--- src/rtl/mdio_pkg.sv ---
package mdio_pkg;
    localparam int PHY_AW     = 5;
    localparam int REG_AW     = 5;
    localparam int DW         = 16;
    localparam int PRE_LEN    = 32;
    localparam int HDR_LEN    = 4;
    localparam int TA_LEN     = 2;
    localparam int TA_POS     = PRE_LEN + HDR_LEN + PHY_AW + REG_AW;
    localparam int DATA_POS   = TA_POS + TA_LEN;
    localparam int FRAME_LEN  = DATA_POS + DW;
    localparam int BIT_CW     = $clog2(FRAME_LEN);
    localparam int RANGE_W    = 3;
    localparam int HALF_W     = 6;
    localparam int CMD_W      = 16;

    // command register bit positions
    localparam int CMD_BUSY_BIT  = 0;
    localparam int CMD_WR_BIT    = 1;
    localparam int CMD_RANGE_LSB = 2;
    localparam int CMD_REG_LSB   = 6;
    localparam int CMD_PHY_LSB   = 11;

    typedef struct packed {
        logic [PHY_AW-1:0]  phy;
        logic [REG_AW-1:0]  regn;
        logic [RANGE_W-1:0] range;
        logic               wr;
    } cmd_t;

    // half of the MDC period, in system clock cycles
    function automatic logic [HALF_W-1:0] half_period(input logic [RANGE_W-1:0] code);
        logic [HALF_W-1:0] h;
        case (code)
            3'd0:    h = HALF_W'(8);
            3'd1:    h = HALF_W'(13);
            3'd2:    h = HALF_W'(21);
            3'd3:    h = HALF_W'(31);
            default: h = HALF_W'(51);
        endcase
        return h;
    endfunction
endpackage

--- src/rtl/mdio_mdc_gen.sv ---
module mdio_mdc_gen
    import mdio_pkg::*;
(
    input  logic              clk,
    input  logic              rst_n,
    input  logic              en_i,
    input  logic [HALF_W-1:0] half_i,
    output logic              mdc_o,
    output logic              rise_o,
    output logic              fall_o
);
    typedef struct packed {
        logic [HALF_W-1:0] cnt;
        logic              mdc;
    } gen_t;

    gen_t s_d, s_q;
    logic wrap;

    assign wrap = (s_q.cnt == half_i - HALF_W'(1));

    always_comb begin
        s_d = s_q;
        if (!en_i) begin
            s_d = '0;
        end else if (wrap) begin
            s_d.cnt = '0;
            s_d.mdc = ~s_q.mdc;
        end else begin
            s_d.cnt = s_q.cnt + HALF_W'(1);
        end
    end

    always_ff @(posedge clk or negedge rst_n) begin
        if (!rst_n) s_q <= '0;
        else        s_q <= s_d;
    end

    assign mdc_o  = s_q.mdc;
    assign rise_o = en_i && wrap && !s_q.mdc;
    assign fall_o = en_i && wrap &&  s_q.mdc;

    // the phase counter never passes the selected half period
    assert_half_bound_R4: assert property (@(posedge clk) disable iff (!rst_n)
        en_i |-> (s_q.cnt < half_i));

    // MDC returns low once the enable drops
    assert_mdc_parks_low_R8: assert property (@(posedge clk) disable iff (!rst_n)
        !en_i |=> !mdc_o);
endmodule

--- src/rtl/mdio_frame_eng.sv ---
module mdio_frame_eng
    import mdio_pkg::*;
(
    input  logic              clk,
    input  logic              rst_n,
    input  logic              start_i,
    input  logic              wr_i,
    input  logic [PHY_AW-1:0] phy_i,
    input  logic [REG_AW-1:0] reg_i,
    input  logic [DW-1:0]     wdata_i,
    input  logic              rise_i,
    input  logic              fall_i,
    input  logic              mdc_i,
    input  logic              mdio_i,
    output logic              active_o,
    output logic              done_o,
    output logic [DW-1:0]     rdata_o,
    output logic              mdio_o,
    output logic              mdio_oe_o
);
    localparam logic [BIT_CW-1:0] LAST_BIT  = BIT_CW'(FRAME_LEN - 1);
    localparam logic [BIT_CW-1:0] TA_BIT    = BIT_CW'(TA_POS);
    localparam logic [BIT_CW-1:0] DATA_BIT  = BIT_CW'(DATA_POS);

    typedef struct packed {
        logic                 active;
        logic                 wr;
        logic [BIT_CW-1:0]    bitcnt;
        logic [FRAME_LEN-1:0] shreg;
        logic [DW-1:0]        rcap;
    } eng_t;

    eng_t s_d, s_q;
    logic last_fall;

    assign last_fall = s_q.active && fall_i && (s_q.bitcnt == LAST_BIT);

    always_comb begin
        s_d = s_q;
        if (start_i && !s_q.active) begin
            s_d.active = 1'b1;
            s_d.wr     = wr_i;
            s_d.bitcnt = '0;
            s_d.rcap   = '0;
            s_d.shreg  = {{PRE_LEN{1'b1}}, 2'b01, (wr_i ? 2'b01 : 2'b10),
                          phy_i, reg_i, 2'b10, (wr_i ? wdata_i : {DW{1'b0}})};
        end else if (s_q.active) begin
            if (rise_i && !s_q.wr && (s_q.bitcnt >= DATA_BIT))
                s_d.rcap = {s_q.rcap[DW-2:0], mdio_i};
            if (fall_i) begin
                if (s_q.bitcnt == LAST_BIT) begin
                    s_d.active = 1'b0;
                end else begin
                    s_d.bitcnt = s_q.bitcnt + BIT_CW'(1);
                    s_d.shreg  = {s_q.shreg[FRAME_LEN-2:0], 1'b0};
                end
            end
        end
    end

    always_ff @(posedge clk or negedge rst_n) begin
        if (!rst_n) s_q <= '0;
        else        s_q <= s_d;
    end

    assign active_o  = s_q.active;
    assign done_o    = last_fall;
    assign rdata_o   = s_q.rcap;
    assign mdio_o    = s_q.active && s_q.shreg[FRAME_LEN-1];
    assign mdio_oe_o = s_q.active && (s_q.wr || (s_q.bitcnt < TA_BIT));

    // the line value holds for as long as MDC is high
    assert_hold_while_high_R9: assert property (@(posedge clk) disable iff (!rst_n)
        (mdc_i && $past(mdc_i)) |-> $stable(mdio_o));

    // samples are taken only at the low-to-high MDC transition
    assert_sample_on_rise_R6: assert property (@(posedge clk) disable iff (!rst_n)
        rise_i |-> !mdc_i);
endmodule

--- src/rtl/mdio_mgmt_ctrl.sv ---
module mdio_mgmt_ctrl
    import mdio_pkg::*;
(
    input  logic             clk,
    input  logic             rst_n,
    input  logic             cmd_wr,
    input  logic [CMD_W-1:0] cmd_wdata,
    input  logic             data_wr,
    input  logic [DW-1:0]    data_wdata,
    output logic [CMD_W-1:0] cmd_rdata,
    output logic [DW-1:0]    data_rdata,
    output logic             mdc,
    input  logic             mdio_i,
    output logic             mdio_o,
    output logic             mdio_oe
);
    typedef struct packed {
        cmd_t          cmd;
        logic [DW-1:0] data;
    } top_t;

    top_t s_d, s_q;

    logic          busy;
    logic          launch;
    logic          eng_done;
    logic [DW-1:0] eng_rdata;
    logic          tick_rise;
    logic          tick_fall;
    logic          unused_rsvd;

    assign unused_rsvd = cmd_wdata[5];
    assign launch = cmd_wr && !busy && cmd_wdata[CMD_BUSY_BIT];

    always_comb begin
        s_d = s_q;
        if (cmd_wr && !busy) begin
            s_d.cmd.phy   = cmd_wdata[CMD_PHY_LSB +: PHY_AW];
            s_d.cmd.regn  = cmd_wdata[CMD_REG_LSB +: REG_AW];
            s_d.cmd.range = cmd_wdata[CMD_RANGE_LSB +: RANGE_W];
            s_d.cmd.wr    = cmd_wdata[CMD_WR_BIT];
        end
        if (data_wr && !busy)
            s_d.data = data_wdata;
        if (eng_done && !s_q.cmd.wr)
            s_d.data = eng_rdata;
    end

    always_ff @(posedge clk or negedge rst_n) begin
        if (!rst_n) s_q <= '0;
        else        s_q <= s_d;
    end

    mdio_mdc_gen u_mdc_gen (
        .clk    (clk),
        .rst_n  (rst_n),
        .en_i   (busy),
        .half_i (half_period(s_q.cmd.range)),
        .mdc_o  (mdc),
        .rise_o (tick_rise),
        .fall_o (tick_fall)
    );

    mdio_frame_eng u_frame_eng (
        .clk       (clk),
        .rst_n     (rst_n),
        .start_i   (launch),
        .wr_i      (cmd_wdata[CMD_WR_BIT]),
        .phy_i     (cmd_wdata[CMD_PHY_LSB +: PHY_AW]),
        .reg_i     (cmd_wdata[CMD_REG_LSB +: REG_AW]),
        .wdata_i   (s_q.data),
        .rise_i    (tick_rise),
        .fall_i    (tick_fall),
        .mdc_i     (mdc),
        .mdio_i    (mdio_i),
        .active_o  (busy),
        .done_o    (eng_done),
        .rdata_o   (eng_rdata),
        .mdio_o    (mdio_o),
        .mdio_oe_o (mdio_oe)
    );

    assign cmd_rdata  = {s_q.cmd.phy, s_q.cmd.regn, 1'b0, s_q.cmd.range, s_q.cmd.wr, busy};
    assign data_rdata = s_q.data;

    // a launch request seen while idle raises busy on the next cycle
    assert_launch_sets_busy_R2: assert property (@(posedge clk) disable iff (!rst_n)
        (cmd_wr && cmd_wdata[CMD_BUSY_BIT] && !busy) |=> busy);

    // the command fields are frozen during a frame
    assert_cmd_locked_R7: assert property (@(posedge clk) disable iff (!rst_n)
        busy |=> $stable(s_q.cmd));

    // the data register only moves at read completion during a frame
    assert_data_locked_R7: assert property (@(posedge clk) disable iff (!rst_n)
        (busy && !eng_done) |=> $stable(s_q.data));

    // the management pins are quiet whenever no frame runs
    assert_idle_pins_R8: assert property (@(posedge clk) disable iff (!rst_n)
        !busy |-> (!mdc && !mdio_oe));

    // busy clears with MDC already parked low
    assert_end_low_R3: assert property (@(posedge clk) disable iff (!rst_n)
        $fell(busy) |-> !mdc);
endmodule

--- config.mk ---
export PLATFORM = sky130hd
export DESIGN_NAME = mdio_mgmt_ctrl
export DESIGN_NICKNAME = d
export VERILOG_FILES = /design/src/rtl/mdio_pkg.sv /design/src/rtl/mdio_mdc_gen.sv /design/src/rtl/mdio_frame_eng.sv /design/src/rtl/mdio_mgmt_ctrl.sv
export SDC_FILE = /design/constraint.sdc
export NUM_CORES = 1
export LEC_CHECK = 0
export BUFFER_PORTS_ARGS = -buffer_cell sky130_fd_sc_hd__buf_2
export CAP_MARGIN = 20
export CORE_MARGIN = 2
export CORE_UTILIZATION = 40
export CTS_CLUSTER_DIAMETER = 100
export DETAILED_ROUTE_END_ITERATION = 8
export PLACE_DENSITY = 0.61
export SLEW_MARGIN = 25
export SYNTH_ARGS = -nofsm -noshare
export SYNTH_HDL_FRONTEND = slang
export SYNTH_SLANG_ARGS = --single-unit
--- constraint.sdc ---
create_clock -name clk -period 4.7 [get_ports clk]
set_input_delay 0.235 -clock clk [delete_from_list [all_inputs] [get_ports clk]]
set_output_delay 0.235 -clock clk [all_outputs]
set_load 0.1 [all_outputs]
==> impl_results.rst <==
.. list-table::
   :header-rows: 1

   * - Metric
     - Value
   * - Fin crit share
     - roughly two thirds
   * - Net count, final
     - ~650
   * - Hold_buf cts
     - 0
   * - Effective utilization at floorplan
     - around two fifths
   * - Max H-tree Level
     - 4
   * - Routed via count divided by cell count
     - between 5 and 6
   * - Leftover overflow at the end of global routing
     - 0
   * - Count of final hold-check violations
     - 0
   * - Leading cell types in the layout, fill and taps excluded
     - 125 x dfrtp_1, 117 x nand3_1, 68 x buf_2
   * - Via Count
     - approximately 4,400
   * - Endpoint of the most critical register-to-register path
     - u_frame_eng.rdata_o[2]
   * - Area enclosed by the die boundary
     - approximately 0.015 sq mm
   * - Post-synth cell types
     - 44
   * - Critical-path maximum fanout
     - 37
   * - Final critical-path required period
     - about 3000 ps
   * - Slew margin rel.
     - between 30% and 40%
   * - Share of cells above drive strength 1
     - a little over a fifth
   * - Gates resized, CTS repair
     - 0
   * - Master of the slowest instance on the critical path
     - or4_4
   * - Number of core rows
     - 43
   * - DRC errors left
     - 0
   * - Source-to-sink clock delay at the later pin of the worst-skew pair
     - approximately 420 ps
   * - Worst r2r path cells
     - 10
   * - Final slew viol count
     - 0
   * - Xor and xnor area share after synthesis
     - around 1.1%
   * - Buffers inserted by post-CTS timing repair
     - 0
   * - CTS Sinks
     - between 100 and 150
   * - Synthesized-area fraction occupied by and/or/nand/nor cells
     - approximately a fifth
   * - Adder and majority gate portion of the synthesized area
     - less than 1%
   * - Max cap viols
     - 0
   * - Cell mode on critical path
     - buf_4
   * - Core area
     - 0.01383 sq mm
   * - Initial antenna violation count
     - 0
   * - Result of the run
     - completed
   * - Worst Tran Pin Value
     - just over 900 ps
   * - Number of synthesis warnings
     - 0
   * - Count of cells along the worst hold path
     - 2
   * - Leakage power summed over all cells
     - between 2 and 3 nW
   * - R2r startpoint
     - cmd_rdata[4]
   * - WL per Instance
     - between 15 and 20 um
   * - Average footprint of a synthesized cell
     - about 10 sq um
   * - Kind of start point of the critical path
     - register
   * - Layout overhead on the synthesized area
     - 19.25%
   * - Buffer cell driving the clock tree root
     - clkbuf_16
   * - Clock transition at path regs
     - approximately 50 ps
   * - Final-report setup violation count
     - 0
   * - Count of input and output buffers
     - ~70
   * - Post-route setup TNS
     - 0 ps
   * - Maximum VDD drop
     - ~0.36 mV
   * - Post-DP HPWL
     - 7875 um
   * - Synthesized-area fraction occupied by ao, oa, aoi and oai cells
     - 13.27%
   * - Crit path cell chain
     - or2_1 -> nor2_1 -> ha_1 -> nand2_1 -> a211oi_2 -> o211ai_1 -> buf_4 -> buf_4 -> or4_4 -> mux2i_1
   * - Count of routing violations after the opening detailed-route iteration
     - about 370
   * - First element of the critical path
     - cmd_rdata[4]
   * - Multiplexer share of the synthesized area
     - ~5.6%
   * - Largest stage delay, worst path
     - around 730 ps
   * - Largest family of logic cells by synthesized area
     - simple AND/OR/NAND/NOR gates
   * - Final ANT Viol Nets
     - 0
   * - Leading cell type in the layout, fill and taps excluded
     - dfrtp_1
   * - Die Ht
     - between 100 and 150 um
   * - CTS tree
     - done
   * - Overall track demand over capacity in global routing
     - between 10% and 20%
   * - Clock skew after layout
     - 7.627 ps
   * - Sequential share of the synthesized area
     - 55.38%
   * - Nets in the synthesized netlist
     - about 600
   * - Synthesized flop and latch total
     - 125
   * - Bufs on Longest Clock Path
     - 2
   * - Maximum number of pins on one net before global-route repair
     - between 80 and 90
   * - Boundary Pins
     - just over 70
   * - Nature of the critical path endpoint
     - register
   * - Global placement routability congestion
     - approximately 0.8
   * - Inserted Clock Buffers
     - 17
   * - Worst hold margin
     - 47.43 ps
   * - Setup slack on the worst flop-to-flop path
     - ~1700 ps
   * - Mapped cell area
     - between 0.005 and 0.006 sq mm
   * - Final non-filler cell total
     - between 800 and 900
   * - Data arrival time at the worst-slack endpoint
     - between 3000 and 4000 ps
   * - PD cells
     - around 580 mW/mm^2
   * - CP required
     - between 4000 and 5000 ps
   * - Crit Path Category
     - reg2reg
   * - Routed Wire Length
     - ~13,000 um
   * - Unrepaired setup endpoints after global routing
     - false
   * - Horizontal extent of the die
     - between 100 and 150 um
   * - First-pass GRT wire length
     - ~22,000 um
   * - End point of the critical path
     - u_frame_eng.rdata_o[2]
   * - Class of the most critical hold timing path
     - in2reg
   * - Drt pass-1 iters
     - 5
   * - Cells after synthesis
     - roughly 560
   * - Number of global-route vias before repair
     - 4,412
   * - Placed cell count
     - 769
   * - Max frequency
     - around 330 MHz
   * - Number of diodes
     - 0
worst min-delay path by stage:
stage | slack [ps] | startpoint | to
global placement | 470 | rst_n | u_mdc_gen.s_q[6]
finish | 50 | cmd_wdata[3] | cmd_rdata[3]
global route | 40 | cmd_wdata[3] | cmd_rdata[3]
floorplan | -60 | rst_n | cmd_rdata[10]
CTS | 30 | rst_n | u_mdc_gen.s_q[6]
detailed placement | 470 | rst_n | u_mdc_gen.s_q[6]
worst max-delay path, delay by kind of cell, from the launching register on:
kind / cells / cell delay, ps
flip-flops: 1 / 470
buffers and inverters: 2 / 480
AO/OA/AOI/OAI: 2 / 410
AND/OR/NAND/NOR: 4 / 1190
adder cells (fa/ha/maj): 1 / 170
multiplexers: 1 / 180
stage by stage:
step           setup slack, ps  instance area, sq um  utilization, %  power, W
2_1_floorplan             1753                  5648               -  0.002296
5_1_grt                   1469                  6735           48.71  0.004132
3_3_place_gp              1790                  6088           44.03  0.002497
6_report                  1657                  6735           48.71  0.003906
3_5_place_dp              1682                  6093           44.07  0.002548
4_1_cts                   1627                  6719           48.59  0.003936
per-layer routing:
| layer | wire length [um] | GRT usage (%) | part of all wire, % |
|---|---|---|---|
| met5 | 0 | 0 | 0 |
| met4 | 165 | 6.466 | 1.3 |
| met3 | 560 | 4.693 | 4.4 |
| met2 | 6074 | 29.01 | 48 |
| met1 | 5918 | 24.47 | 47 |
flip-flops by register name (all words and copies together) (netlist names):
signal                cells
u_frame_eng.s_q          71
data_rdata               16
u_frame_eng.rdata_o      16
cmd_rdata                14
u_mdc_gen.s_q             6
u_frame_eng.active_o      1
u_mdc_gen.mdc_o           1
Yosys cell counts (all sizes together):
cell / number / area share (%)
nand3: 117 / 10
ha: 3 / 0.66
xnor2: 4 / 0.62
nor2: 14 / 0.93
buf: 11 / 1.3
nand4: 2 / 0.22
dfrtp: 125 / 55
o41ai: 1 / 0.16
a31oi: 11 / 1.2
clkbuf: 42 / 2.8
o21a: 1 / 0.13
o211a: 1 / 0.18
o31ai: 1 / 0.13
or2: 2 / 0.22
a32o: 1 / 0.18
nand2b: 2 / 0.22
a31o: 1 / 0.16
a21oi: 12 / 1.1
inv: 4 / 0.27
xor2: 3 / 0.47
or3: 2 / 0.22
mux2i: 16 / 2.8
and3: 3 / 0.33
conb: 1 / 0.066
nand4bb: 1 / 0.20
a211oi: 1 / 0.22
or4: 2 / 0.33
nor3: 2 / 0.18
and2: 19 / 2.1
mux2: 14 / 2.8
a221o: 16 / 2.8
nand2: 53 / 3.5
nor4: 1 / 0.11
o21ai: 49 / 4.3
nor2b: 2 / 0.22
or3b: 1 / 0.16
and4b: 1 / 0.18
o211ai: 20 / 2.7
report_power, final:
part	leakage, nW	internal, W	total [W]	switching [W]
Sequential	1.45	0.00139	0.00159	0.000203
Clock	0.295	0.000911	0.00138	0.000465
Combinational	1.24	0.000307	0.000941	0.000634
kinds of logic (layout without fill, tap and decap cells):
logic type	after synthesis	count (layout)
other cells	1	1
fa+ha+maj	3	3
simple gates	224	224
flops	125	125
mux	30	30
buf+inv	57	117
compound gates	115	115
xor+xnor	7	7
final cells by class:
class / instances / area, sq um
clock buffer: 21 / 460.4
tap: 180 / 225.2
clock inverter: 11 / 165.2
sequential: 125 / 3128
multi-input combinational: 380 / 2297
inverter: 4 / 15.01
timing repair buffer: 81 / 444.2
fill: 1270 / 7092
No activity file was read; power rests on OpenSTA's default activity.
